==> config.mk <==
export PLATFORM = sky130hd
export DESIGN_NAME = uart_ctl_seq
export DESIGN_NICKNAME = d
export VERILOG_FILES = /design/src/rtl/uart_ctl_pkg.sv /design/src/rtl/ctl_reg_file.sv /design/src/rtl/unit_seq.sv /design/src/rtl/uart_ctl_seq.sv
export SDC_FILE = /design/constraint.sdc
export NUM_CORES = 1
export LEC_CHECK = 0
export ABC_AREA = 1
export BUFFER_PORTS_ARGS = -buffer_cell sky130_fd_sc_hd__buf_2
export CORE_MARGIN = 2
export CORE_UTILIZATION = 40
export DETAILED_ROUTE_END_ITERATION = 10
export PLACE_DENSITY_LB_ADDON = 0.1
export SYNTH_ARGS = -nofsm -noshare
export SYNTH_HDL_FRONTEND = slang
export SYNTH_SLANG_ARGS = --single-unit
export TNS_END_PERCENT = 1
==> constraint.sdc <==
create_clock -name clk -period 1.3 [get_ports clk]
set_input_delay 0.325 -clock clk [delete_from_list [all_inputs] [get_ports clk]]
set_output_delay 0.325 -clock clk [all_outputs]
set_load 0.03 [all_outputs]
==> src/rtl/uart_ctl_pkg.sv <==
// Shared field positions, reset value and config type for the channel control word.
package uart_ctl_pkg;
    localparam int CTL_W    = 8;
    localparam int POS_PWR  = 7;
    localparam int POS_TXE  = 6;
    localparam int POS_RXE  = 5;
    localparam int POS_DIR  = 4;
    localparam int POS_PAR  = 2;
    localparam int POS_CL   = 1;
    localparam int POS_SL   = 0;
    localparam int N_UNITS  = 2;
    localparam logic [CTL_W-1:0] CTL_RESET = 8'h10;

    typedef struct packed {
        logic       msb_first;
        logic [1:0] parity;
        logic       char_len;
        logic       stop_len;
    } frame_cfg_t;
endpackage

==> src/rtl/ctl_reg_file.sv <==
// Control word storage with byte and single-bit write ports.
// Assumes: a byte write and a bit write in the same cycle resolve in favour of the byte.
module ctl_reg_file #(
    parameter int W = 8,
    parameter logic [W-1:0] RST_VAL = '0,
    localparam int IW = $clog2(W)
) (
    input  logic          clk,
    input  logic          rst_n,
    input  logic          byte_we,
    input  logic [W-1:0]  byte_wd,
    input  logic          bit_we,
    input  logic [IW-1:0] bit_idx,
    input  logic          bit_wd,
    output logic [W-1:0]  ctl_q
);
    // Store the word: byte write first, else a single-bit update.
    always_ff @(posedge clk) begin
        if (!rst_n)
            ctl_q <= RST_VAL;
        else if (byte_we)
            ctl_q <= byte_wd;
        else if (bit_we)
            ctl_q[bit_idx] <= bit_wd;
    end

    AST_BYTE_LOAD: assert property (@(posedge clk) disable iff (!rst_n)
        byte_we |=> ctl_q == $past(byte_wd));
    AST_BIT_ONLY: assert property (@(posedge clk) disable iff (!rst_n)
        (bit_we && !byte_we) |=> ((ctl_q ^ $past(ctl_q)) & ~(W'(1) << $past(bit_idx))) == '0);
    AST_WORD_HOLD: assert property (@(posedge clk) disable iff (!rst_n)
        (!bit_we && !byte_we) |=> $stable(ctl_q));
endmodule

==> src/rtl/unit_seq.sv <==
// Per-unit enable sequencer: registers the run strobe behind power and
// emits a one-cycle initialise pulse after DIS_TICKS base ticks with the enable low.
// Assumes: DIS_TICKS >= 1; base_tick is a single-cycle enable.
module unit_seq #(
    parameter int DIS_TICKS = 2,
    localparam int CW = $clog2(DIS_TICKS + 1)
) (
    input  logic clk,
    input  logic rst_n,
    input  logic base_tick,
    input  logic pwr_i,
    input  logic en_i,
    output logic run_o,
    output logic init_o
);
    localparam logic [CW-1:0] FULL = CW'(DIS_TICKS);
    localparam logic [CW-1:0] LAST = CW'(DIS_TICKS - 1);

    logic [CW-1:0] low_cnt;

    // Run only after power and enable were both high for a full cycle.
    always_ff @(posedge clk) begin
        if (!rst_n) run_o <= 1'b0;
        else        run_o <= pwr_i & en_i;
    end

    // Count base ticks with the enable low, saturating at the limit.
    always_ff @(posedge clk) begin
        if (!rst_n)                           low_cnt <= FULL;
        else if (en_i)                        low_cnt <= '0;
        else if (base_tick && low_cnt != FULL) low_cnt <= low_cnt + CW'(1);
    end

    // Pulse once on the tick that completes the disable window.
    always_ff @(posedge clk) begin
        if (!rst_n) init_o <= 1'b0;
        else        init_o <= !en_i && base_tick && (low_cnt == LAST);
    end

    AST_RUN_NEEDS_PWR: assert property (@(posedge clk) disable iff (!rst_n)
        $rose(run_o) |-> $past(pwr_i));
    AST_RUN_DROPS: assert property (@(posedge clk) disable iff (!rst_n)
        !(pwr_i && en_i) |=> !run_o);
    AST_INIT_SINGLE: assert property (@(posedge clk) disable iff (!rst_n)
        init_o |=> !init_o);
    AST_INIT_EN_LOW: assert property (@(posedge clk) disable iff (!rst_n)
        init_o |-> !run_o);
endmodule

==> src/rtl/uart_ctl_seq.sv <==
// Channel control register top: word storage, two unit sequencers and
// transmit pin idle forcing while powered down.
// Assumes: engines sample the config fields only at frame start.
module uart_ctl_seq #(
    parameter int DIS_TICKS = 2
) (
    input  logic       clk,
    input  logic       rst_n,
    input  logic       base_tick,
    input  logic       wr_byte,
    input  logic [7:0] wr_data,
    input  logic       wr_bit,
    input  logic [2:0] bit_sel,
    input  logic       bit_val,
    output logic [7:0] rd_data,
    input  logic       tx_invert,
    input  logic       tx_line_i,
    output logic       txd_o,
    output logic       chan_rst_n,
    output logic       tx_run,
    output logic       rx_run,
    output logic       tx_init,
    output logic       rx_init,
    output logic       cfg_msb_first,
    output logic [1:0] cfg_parity,
    output logic       cfg_char_len,
    output logic       cfg_stop_len
);
    import uart_ctl_pkg::*;

    logic [CTL_W-1:0]   ctl;
    logic [N_UNITS-1:0] en_vec, run_vec, init_vec;
    frame_cfg_t         cfg;
    logic               pwr;

    ctl_reg_file #(.W(CTL_W), .RST_VAL(CTL_RESET)) u_reg (
        .clk(clk), .rst_n(rst_n),
        .byte_we(wr_byte), .byte_wd(wr_data),
        .bit_we(wr_bit), .bit_idx(bit_sel), .bit_wd(bit_val),
        .ctl_q(ctl)
    );

    // Decode power, unit enables and frame fields from the word.
    always_comb begin
        pwr           = ctl[POS_PWR];
        en_vec[0]     = ctl[POS_TXE];
        en_vec[1]     = ctl[POS_RXE];
        cfg.msb_first = ctl[POS_DIR];
        cfg.parity    = ctl[POS_PAR+1:POS_PAR];
        cfg.char_len  = ctl[POS_CL];
        cfg.stop_len  = ctl[POS_SL];
    end

    for (genvar u = 0; u < N_UNITS; u++) begin : g_unit
        unit_seq #(.DIS_TICKS(DIS_TICKS)) u_seq (
            .clk(clk), .rst_n(rst_n), .base_tick(base_tick),
            .pwr_i(pwr), .en_i(en_vec[u]),
            .run_o(run_vec[u]), .init_o(init_vec[u])
        );
    end

    // Drive outputs; the pin idles at the inverse of the invert option when unpowered.
    always_comb begin
        rd_data       = ctl;
        chan_rst_n    = pwr;
        tx_run        = run_vec[0];
        rx_run        = run_vec[1];
        tx_init       = init_vec[0];
        rx_init       = init_vec[1];
        cfg_msb_first = cfg.msb_first;
        cfg_parity    = cfg.parity;
        cfg_char_len  = cfg.char_len;
        cfg_stop_len  = cfg.stop_len;
        txd_o         = pwr ? tx_line_i : ~tx_invert;
    end

    AST_PIN_IDLE: assert property (@(posedge clk) disable iff (!rst_n)
        !chan_rst_n |-> txd_o == !tx_invert);
    AST_PIN_PASS: assert property (@(posedge clk) disable iff (!rst_n)
        chan_rst_n |-> txd_o == tx_line_i);
    AST_RUN_GATED: assert property (@(posedge clk) disable iff (!rst_n)
        !chan_rst_n |=> !tx_run && !rx_run);
endmodule

== Yosys cells after proc, flatten, opt, wreduce, memory -nomap -nowiden ==
Cells that the tools add are included.

* Word-level logic and storage cells: 45
* Output and inout port bits: 19
* Flip-flop bits (word level): 16
* Input port bits: 19

* Bitwise operators: 4
* Order comparisons: 2
* Reduce and logical (&&, ||, !) cells: 14
* Mux-type cells: 10
* Equal/unequal tests: 4
* Add/sub/neg operators: 2

{| class="wikitable"
|+ Operators with widths
! operator !! number
|-
| 8-bit 2-to-1 mux || 2
|-
| 8-bit bitwise mux || 1
|-
| 2-bit 2-to-1 mux || 4
|-
| 1-bit logical AND || 7
|-
| 2-bit nonzero test || 3
|-
| 2-bit by 1-bit adder with 2-bit output, second input constant || 2
|-
| 2-bit by 1-bit equality test with 1-bit output, second input constant || 2
|-
| 3-bit by 4-bit < comparator with 1-bit output, second input constant || 1
|-
| 2-bit inequality test, second input constant || 2
|-
| 2-bit OR reduction || 2
|-
| 1-bit demux with 3-bit select || 1
|-
| 3-bit by 1-bit greater-or-equal comparator with 1-bit output, second input constant || 1
|-
| 1-bit AND || 2
|-
| 1-bit zero test || 2
|-
| 1-bit 2-to-1 mux || 2
|-
| 1-bit inverter || 2
|}

== Depth between registers and ports, before layout ==
Gate-level depths: netlist of run 1.

* Depth after elaboration: 7
* Gate-level depth with buffers: 8
* Gate-level depth less buffers: 7

== Hierarchy ==
A second synthesis of run 1 with hierarchy kept.

* Cells, all modules: 166
* Area, all modules: 1,056.0 um^2

{| class="wikitable"
|+ Modules (own cells, without submodules)
! module !! instances !! cells each !! seq. area each (um^2) !! area an instance (um^2)
|-
| ctl_reg_file || 1 || 104 || 160.2 || 621.8
|-
| unit_seq || 2 || 27 || 80.1 || 190.2
|-
| uart_ctl_seq || 1 || 8 || 0.0 || 53.8
|}

== Least setup slack after synthesis of run 1 ==
OpenSTA, ideal clock, no wires.

* Path type: register to output
* Start: register u_reg.ctl_q[7]
* End: output txd_o
* Stages on the path, launching flop included: 2
* Data arrival time: 1,160 ps
* Slack: -185 ps
* Required time: 975 ps
* Path buffers: 0
* Cell sequence: dfxtp_1 > o21ai_0

* Word-level cells in the longest chain between the ends: 1

{| class="wikitable"
|+ Ends and longest elaborated chain
! what !! line !! RTL
|-
| start: declaration || ctl_reg_file.sv:15 || <nowiki>output logic [W-1:0] ctl_q</nowiki>
|-
| start signal: assignment || ctl_reg_file.sv:22 || <nowiki>ctl_q <= byte_wd;</nowiki>
|-
| start signal: indexed assignment || ctl_reg_file.sv:24 || <nowiki>ctl_q[bit_idx] <= bit_wd;</nowiki>
|-
| 1-bit 2-to-1 mux || uart_ctl_seq.sv:74 || <nowiki>txd_o = pwr ? tx_line_i : ~tx_invert;</nowiki>
|-
| end: declaration || uart_ctl_seq.sv:18 || <nowiki>output logic txd_o,</nowiki>
|}

Every way passes these cells.

== Worst setup path after layout of run 1 ==
Same ends and word-level chain as after synthesis.

==> results.yml, run 1 <==
sta:
  min_period_over_period: 0.959
  final_max_slew_viol_count: 0
  slew-limit-headroom: 0.836
  max_freq_ghz: 0.802
  period_needed_ns: 1.25
  rsz0062_at_grt: "yes"
  skew_ns: 0.00162
  tightest_slew_ns: 0.246
  final-hold-violation-count: 0
  finalSetupViolCount: 0
  setup_tns_ns: 0
logic_synthesis:
  synth_ff_type: "dfxtp_1"
  ys_seq_area_frac: 0.322
  synth_top_area_frac: 0.322
  synth_area_leaders: "dfxtp_1 32%, nand2_1 18%, nor2_1 7.2%, nand3_1 7.1%, buf_4 6.8%"
  synth_nets: 178
  syn_avg_cell_area_um2: 6.41
  synth-edff-count: 0
  netlist_instances: 155
  async_flop_share: 0
  synth_warnings: 0
  synth_area_um2: 993
  yosys.area.top_type: "dfxtp_1"
  synth-seq-cells: 16
  synth_cell_type_count: 20
detailed_routing:
  vias: 977
  antenna_left: 0
  wl_per_cell_um: 9.59
  wl_mm: 2.06
  drtIter0Drc: 12
  drt-pass1-iter-count: 4
  vias_per_cell: 4.54
  drc: 0
cts:
  worstSkewPairLatency_ns: 0.28
  cts-root-buf: "clkbuf_4"
  htreeDepth: 1
  path_clk_slew_ns: 0.09
  clk_path_buf_depth: 2
  cts_tree: "built"
  cts_buffers: 3
  clkSinkCount: 16
worst_setup_path:
  crit_path_start_kind: "register"
  cp.arrival_ns: 0.92
  critPathKind: "register to primary output"
  cp_max_fo: 5
  crit_buf_inv: 1
  required_ns: 0.98
  crit_slowest_cell: "dfxtp_2"
  crit_family: "flip-flops"
  worst_setup_path_end_kind: "primary output"
  r2r_slack_ns: 0.17
  path_cells: "nand2_1 > o21ai_1 > buf_4"
  critPathMaxStageDelay_ns: 0.36
cells_and_area:
  antenna_cells: 0
  nNetsFinal: 209
  final_cell_area_um2: 1170
  syn2layout_area_growth_pct: 17.9
  drive_gt1_frac: 0.259
placement:
  dpl-instance-area_um2: 1130
  port_buffers: 37
  place_hpwl_mm: 1.67
  place_congestion: 0.826
pwr:
  p_leak_uw: 0.000645
  powerDensity_nw_per_um2: 1020
  swShare: 0.327
  vdd_drop_max_uv: 510
  pwr-share-clk: 0.268
  p_switching_uw: 391
  seqPwrFrac: 0.455
  p_int_uw: 807
  pwr-share-comb: 0.277
flow_run:
  drv_cap: 0
floorplanning:
  die_area_um2: 2900
  initial_core_util: 0.412
  die_w_um: 53.8
  ios: 38
  die_h_um: 53.8
  core_um2: 2410
  std_cell_rows: 18
global_routing:
  grt_usage: 0.149
  grt_pass1_vias: 776
  grt_start_max_net_pins: 14
  grt_pass1_wl_mm: 3.13
  antenna_found_initial: 0
  grt_overflow: 0
worst_hold_path:
  min-delay-path-class: "primary input to register"
run_status:
  status: "complete, no violations"
==> per-layer routing <==
metal | vias to the layer above | routed length (µm) | GRT usage
met2 | 19 | 1020 | 0.258
met1 | 422 | 954 | 0.180
met3 | 0 | 85 | 0.0333
met4 | 0 | 0 | 0.0513
li1 | 536 | - | -
met5 | - | 0 | 0
==> synthesized netlist by cell type (4+ instances only) <==
cell type / count
buf_4: 9
dfxtp_1: 16
ha_1: 4
inv_1: 15
nand2_1: 47
nand3_1: 14
nor2_1: 19
o21ai_0: 13
==> worst register-to-register path, delay by kind of cell, from the launching register on <==
family	cells	cell delay, ns
fa+ha+maj	1	0.21
buf+inv	1	0.06
simple gates	2	0.24
compound gates	2	0.15
flops	1	0.36
==> worst paths after layout <==
check	start	to	depth (start not counted)
worst max-delay path	u_reg.ctl_q[7]	txd_o	3
worst min-delay path	base_tick	g_unit[0].u_seq.init_o	3
worst max register to register	g_unit[1].u_seq.low_cnt[0]	g_unit[1].u_seq.low_cnt[1]	6
worst min register to register	u_reg.ctl_q[6]	g_unit[0].u_seq.low_cnt[1]	1
==> per-stage QoR <==
stage | power, µW | cells | setup slack [ns] | hold slack, ns | utilization
floorplan | 817 | 155 | 0.0457 | 0.444 | -
global placement | 884 | 211 | 0.142 | 0.459 | 0.469
detailed placement | 890 | 211 | 0.116 | 0.459 | 0.469
CTS | 1220 | 215 | 0.0385 | 0.274 | 0.486
global route | 1280 | 215 | -0.0312 | 0.281 | 0.486
finish | 1200 | 215 | 0.0536 | 0.280 | 0.486
==> power by group through the flow <==
stage / combinational, µW / clock (µW) / sequential (µW)
global route: 369 / 357 / 551
CTS: 336 / 339 / 547
floorplan: 230 / 0 / 587
detailed placement: 333 / 0 / 557
global placement: 329 / 0 / 555
finish: 331 / 321 / 546
==> kinds of logic (layout without fill, tap and decap cells) <==
| group | count (synthesis) | after routing | share of synthesized area |
|---|---|---|---|
| buffers and inverters | 30 | 60 | 0.167 |
| adders and majority gates | 4 | 4 | 0.0504 |
| AOI/OAI and AO/OA | 16 | 16 | 0.0831 |
| and+or+nand+nor | 89 | 89 | 0.377 |
| DFF | 16 | 16 | 0.322 |
==> registers in the layout, summed over array words and instances (netlist names) <==
| signal | flops |
|---|---|
| g_unit.u_seq.init_o | 2 |
| g_unit.u_seq.low_cnt | 4 |
| u_reg.ctl_q | 8 |
| g_unit.u_seq.run_o | 2 |
==> layout make-up <==
cell class / instances / area (µm²)
sequential: 16 / 322
inverter: 17 / 66.3
multi-input combinational: 109 / 507
tap: 30 / 37.5
timing repair buffer: 39 / 203
clock buffer: 4 / 36.3
fill: 245 / 1240
==> placed cells by master, fill, tap and decap left out, drive strengths merged, types with 4 or more instances in the layout <==
master  netlist  final
clkbuf        1      4
buf          12     39
nand3        14     14
inv          17     17
dfxtp        16     16
o21ai        13     13
nand2        47     47
nor2         21     21
ha            4      4
==> repair_timing <==
item	CTS	global route
setup buffers	0	0
resized for setup	2	0
setup endpoints to repair	1	1
hold buffers	0	0
No activity file was read; power rests on OpenSTA's default activity.
==> inputs of run 2 (changes only) <==
--- a/config.mk
+++ b/config.mk
@@ -7,6 +7,7 @@
 export LEC_CHECK = 0
 export ABC_AREA = 1
 export BUFFER_PORTS_ARGS = -buffer_cell sky130_fd_sc_hd__buf_2
+export CORE_ASPECT_RATIO = 0.6
 export CORE_MARGIN = 2
 export CORE_UTILIZATION = 40
 export DETAILED_ROUTE_END_ITERATION = 10
==> run 2 against run 1 <==
Routed wire length grew 6.8%. Sequential share of layout area shrank 0.55 points. Clock power grew 40%. Sequential power is essentially flat. Total power grew 11%. Die area increased by 0.46%. Utilization is 4.3 points higher. Register-to-register slack is essentially flat.
==> results.yml, run 2 (synthesized netlist as in run 1, its figures left out) <==
cells_and_area:
  fillers: 250
  largest_register_ffs: 8
  layout_common_cells: "47 x nand2_1, 36 x buf_2, 19 x nor2_1, 15 x inv_1, 15 x dfxtp_1"
  multiInputGateArea_um2: 507
  ff_latch_area_um2: 322
  antenna_cells: 0
  nNetsFinal: 208
  drive_gt1_frac: 0.255
  top_regs: "u_reg.ctl_q x8, g_unit.u_seq.low_cnt x4"
  mostFrequentLayoutCell: "nand2_1"
  top_register: "u_reg.ctl_q"
  syn2layout_area_growth_pct: 20.3
sta:
  final_max_slew_viol_count: 0
  finalSetupViolCount: 0
  period_needed_ns: 1.23
  tightest_slew_ns: 0.268
  skew_ns: 0.00471
  worst_slack_ns: 0.0671
  max_freq_ghz: 0.811
  rsz0062_at_grt: "no"
  slew-limit-headroom: 0.821
  final-hold-violation-count: 0
  min_period_over_period: 0.948
  setup_tns_ns: 0
worst_hold_path:
  min-delay-path-class: "primary input to register"
  whs_path_depth: 3
  min-delay-start: "base_tick"
  hold_end: "g_unit[0].u_seq.init_o"
placement:
  place_hpwl_mm: 1.69
  place_congestion: 0.875
  port_buffers: 37
  place_ws_ns: 0.0731
worst_setup_path:
  critPathKind: "register to primary output"
  r2r-end: "g_unit[1].u_seq.low_cnt[1]"
  cp.arrival_ns: 0.91
  cp_max_fo: 5
  r2r_slack_ns: 0.18
  worst_setup_path_end_kind: "primary output"
  rr_worst_depth: 6
  r2r-start: "g_unit[1].u_seq.low_cnt[0]"
  crit_path_start_kind: "register"
  required_ns: 0.98
floorplanning:
  ios: 38
  core_um2: 2260
  die_w_um: 68.3
  die_h_um: 42.6
  die_area_um2: 2910
  initial_core_util: 0.439
  std_cell_rows: 13
cts:
  cts_tree: "built"
  path_clk_slew_ns: 0.07
  clk_path_buf_depth: 2
  clkSinkCount: 16
  cts_buffers: 3
  worstSkewPairLatency_ns: 0.25
  htreeDepth: 1
  cts-root-buf: "clkbuf_8"
detailed_routing:
  vias: 1001
  vias_per_cell: 4.68
  wl_mm: 2.20
  wl_per_cell_um: 10.3
  antenna_left: 0
  drc: 0
  drtIter0Drc: 58
  drt-pass1-iter-count: 4
global_routing:
  grt_pass1_vias: 809
  grt_pass1_wl_mm: 3.47
  antenna_found_initial: 0
  grt_overflow: 0
  grt_start_max_net_pins: 14
  grt_usage: 0.162
flow_run:
  drv_cap: 0
pwr:
  p_leak_uw: 0.000652
  vdd_drop_max_uv: 509
  powerDensity_nw_per_um2: 1110
run_status:
  status: "complete, no violations"
[run 2: cell types whose count changed in the layout (fill, tap and decap cells not counted)]
cell / change
buf_12: +1
buf_4: -2
clkbuf_4: -3
clkbuf_8: +3
[run 2: repair_timing]
item                       in CTS  in global routing
gates cloned                    0                  0
setup endpoints to repair       1                  1
buffers inserted                0                  0
gates resized for setup         1                  1
hold buffers                    0                  0
pin swaps                       0                  0
[run 2: worst max path at each step]
stage | startpoint | end | slack, ns | depth (start not counted)
after floorplan | u_reg.ctl_q[7] | txd_o | 0.05 | 1
after global placement | wr_byte | u_reg.ctl_q[7] | 0.10 | 6
after detailed placement | wr_byte | u_reg.ctl_q[7] | 0.07 | 6
after CTS | u_reg.ctl_q[7] | txd_o | 0.0009 | 3
after global routing | u_reg.ctl_q[7] | txd_o | 0.003 | 3
final | u_reg.ctl_q[7] | txd_o | 0.07 | 3
[run 2: layer usage]
metal | GRT usage | part of all wire | wire length (µm)
met4 | 0.0480 | 0 | 0
met2 | 0.225 | 0.40 | 880
met5 | 0 | 0 | 0
met1 | 0.230 | 0.54 | 1180
met3 | 0.0591 | 0.063 | 139
[run 2: critical path: stages, from the launching register on]
cell and delay (ns):
dfxtp_2 0.36, nand2_1 0.06, o21ai_1 0.07, buf_4 0.17
[run 2: cell type report]
type | count | area share
inverter | 17 | 0.0555
timing repair buffer | 38 | 0.174
sequential | 16 | 0.269
multi-input combinational | 109 | 0.424
tap | 30 | 0.0314
clock buffer | 4 | 0.0461
[run 2: stage by stage]
step | power [µW] | hold WS, ns | utilization | area [µm²] | instances
2_1_floorplan | 817 | 0.444 | - | 993 | 155
3_3_place_gp | 884 | 0.467 | 0.502 | 1140 | 210
3_5_place_dp | 890 | 0.467 | 0.502 | 1140 | 210
4_1_cts | 1340 | 0.318 | 0.528 | 1190 | 214
5_1_grt | 1410 | 0.345 | 0.529 | 1190 | 214
6_report | 1330 | 0.315 | 0.529 | 1190 | 214
[run 2: power by group]
part / switching [µW] / internal (µW)
logic: 220 / 114
clock network: 181 / 269
registers: 22.5 / 524
total: 424 / 908
==> inputs of run 3 (changes only) <==
--- a/config.mk
+++ b/config.mk
@@ -12,6 +12,7 @@
 export CORE_UTILIZATION = 40
 export DETAILED_ROUTE_END_ITERATION = 10
 export PLACE_DENSITY_LB_ADDON = 0.1
+export SLEW_MARGIN = 30
 export SYNTH_ARGS = -nofsm -noshare
 export SYNTH_HDL_FRONTEND = slang
 export SYNTH_SLANG_ARGS = --single-unit
==> constraint.sdc (replaced) <==
create_clock -name clk -period 1.4 [get_ports clk]
set_input_delay 0.35 -clock clk [delete_from_list [all_inputs] [get_ports clk]]
set_output_delay 0.35 -clock clk [all_outputs]
set_load 0.03 [all_outputs]
==> run 3 against run 2 <==
Cell area shrank 1.7%. Utilization fell by 0.89 points. Register-to-register slack better by 0.09 ns. Clock power fell by 7.5%. Worst hold slack gained 0.026 ns. Largest cell class unchanged.
==> results.yml, run 3 (synthesized netlist as in run 1, its figures left out) <==
run_status:
  status: "complete, no violations"
cells_and_area:
  nNetsFinal: 207
  largest_register_ffs: 8
  antenna_cells: 0
  syn2layout_area_growth_pct: 18.3
  stdcell_count: 213
  mostFrequentLayoutCell: "nand2_1"
  top_register: "u_reg.ctl_q"
  layout_common_cells: "47 x nand2_1, 36 x buf_2, 19 x nor2_1, 15 x inv_1, 15 x dfxtp_1"
  fin_util: 0.520
  drive_gt1_frac: 0.251
  top_regs: "u_reg.ctl_q x8, g_unit.u_seq.low_cnt x4"
cts:
  cts_tree: "built"
  post_cts_buffers: 0
  worstSkewPairLatency_ns: 0.25
  path_clk_slew_ns: 0.07
  clk_path_buf_depth: 2
  clkSinkCount: 16
  cts_buffers: 3
  htreeDepth: 1
  cts-root-buf: "clkbuf_8"
sta:
  max_freq_ghz: 0.778
  finalSetupViolCount: 0
  setup_tns_ns: 0
  final-hold-violation-count: 0
  fin_hold_ws_ns: 0.341
  final_max_slew_viol_count: 0
  period_needed_ns: 1.29
  skew_ns: 0.00306
  tightest_slew_ns: 0.257
  rsz0062_at_grt: "no"
  slew-limit-headroom: 0.829
  min_period_over_period: 0.918
floorplanning:
  initial_core_util: 0.439
  die_h_um: 42.6
  ios: 38
  die_w_um: 68.3
  std_cell_rows: 13
  die_area_um2: 2910
  core_um2: 2260
detailed_routing:
  vias_per_cell: 4.56
  wl_mm: 2.17
  wl_per_cell_um: 10.2
  antenna_left: 0
  vias: 971
  drt-pass1-iter-count: 4
  drc: 0
  drtIter0Drc: 32
worst_setup_path:
  r2r-end: "g_unit[1].u_seq.low_cnt[1]"
  crit_family: "flip-flops"
  cp.arrival_ns: 0.94
  crit_slowest_cell: "dfxtp_2"
  r2r-start: "g_unit[1].u_seq.low_cnt[0]"
  required_ns: 1.05
  cp-endpoint: "txd_o"
  crit_path_start_kind: "register"
  cp_num_cells: 3
  critPathMaxStageDelay_ns: 0.36
  r2r_slack_ns: 0.27
  crit_buf_inv: 1
  path_cells: "nand2_1 > o21ai_1 > clkbuf_4"
  worstSetupStartpoint: "u_reg.ctl_q[7]"
  worst_setup_path_end_kind: "primary output"
  critPathKind: "register to primary output"
  cp_max_fo: 5
  rr_worst_depth: 6
pwr:
  power_uw: 1230
  powerDensity_nw_per_um2: 1050
  p_leak_uw: 0.000642
  vdd_drop_max_uv: 545
global_routing:
  grt_start_max_net_pins: 15
  grt_pass1_wl_mm: 3.55
  grt_pass1_vias: 819
  antenna_found_initial: 0
  grt_usage: 0.163
  grt_overflow: 0
placement:
  numPlacedInstances: 209
  place_hpwl_mm: 1.67
  port_buffers: 37
  place_congestion: 0.881
flow_run:
  drv_cap: 0
worst_hold_path:
  min-delay-path-class: "primary input to register"
==> run 3: cell count changes in the layout (fill, tap and decap cells not counted), sizes merged <==
cell    previous run  this run
buf               38        36
clkbuf             4         5
==> run 3: area by class of cell <==
cell class                      instances  area [µm²]
Inverter                               17        66.3
Sequential cell                        16         322
Tap cell                               30        37.5
Clock buffer                            4        55.1
Multi-Input combinational cell        109         507
Timing Repair Buffer                   37         188
Fill cell                             230        1090
==> run 3: stage by stage <==
stage          setup WS, ns  instance area, µm²
6_report              0.114                1170
5_1_grt              0.0219                1170
4_1_cts              0.0326                1170
3_5_place_dp         0.0985                1120
3_3_place_gp          0.150                1120
2_1_floorplan         0.121                 993
==> run 3: worst min-delay path: stages <==
cell and delay, ns:
buf_2 0.11, nand2_1 0.05, nor2_1 0.03
==> run 3: per-layer routing <==
layer | global-route usage | share of wire | vias to the layer above | routed length, µm
li1 | - | - | 534 | -
met1 | 0.238 | 0.52 | 403 | 1130
met2 | 0.231 | 0.40 | 32 | 860
met3 | 0.0511 | 0.074 | 2 | 161
met4 | 0.0400 | 0.0060 | 0 | 13
met5 | 0 | 0 | - | 0
==> run 3: worst min-delay path by stage <==
stage	from	endpoint	slack, ns	depth (start not counted)
after CTS	base_tick	g_unit[0].u_seq.init_o	0.34	3
after global routing	base_tick	g_unit[0].u_seq.init_o	0.35	3
after floorplan	u_reg.ctl_q[6]	g_unit[0].u_seq.low_cnt[1]	0.45	1
after detailed placement	u_reg.ctl_q[6]	g_unit[0].u_seq.low_cnt[1]	0.47	1
final	base_tick	g_unit[0].u_seq.init_o	0.34	3
after global placement	u_reg.ctl_q[6]	g_unit[0].u_seq.low_cnt[1]	0.47	1
==> run 3: power breakdown <==
| part | total [µW] | internal [µW] | switching [µW] |
|---|---|---|---|
| Sequential | 508 | 487 | 21.0 |
| Clock | 417 | 250 | 167 |
| Combinational | 304 | 100 | 203 |
==> run 3: what timing repair did <==
action	4_1_cts	5_1_grt
endpoints found under the setup margin	0	1
hold buffers	0	0
resized for setup	0	2
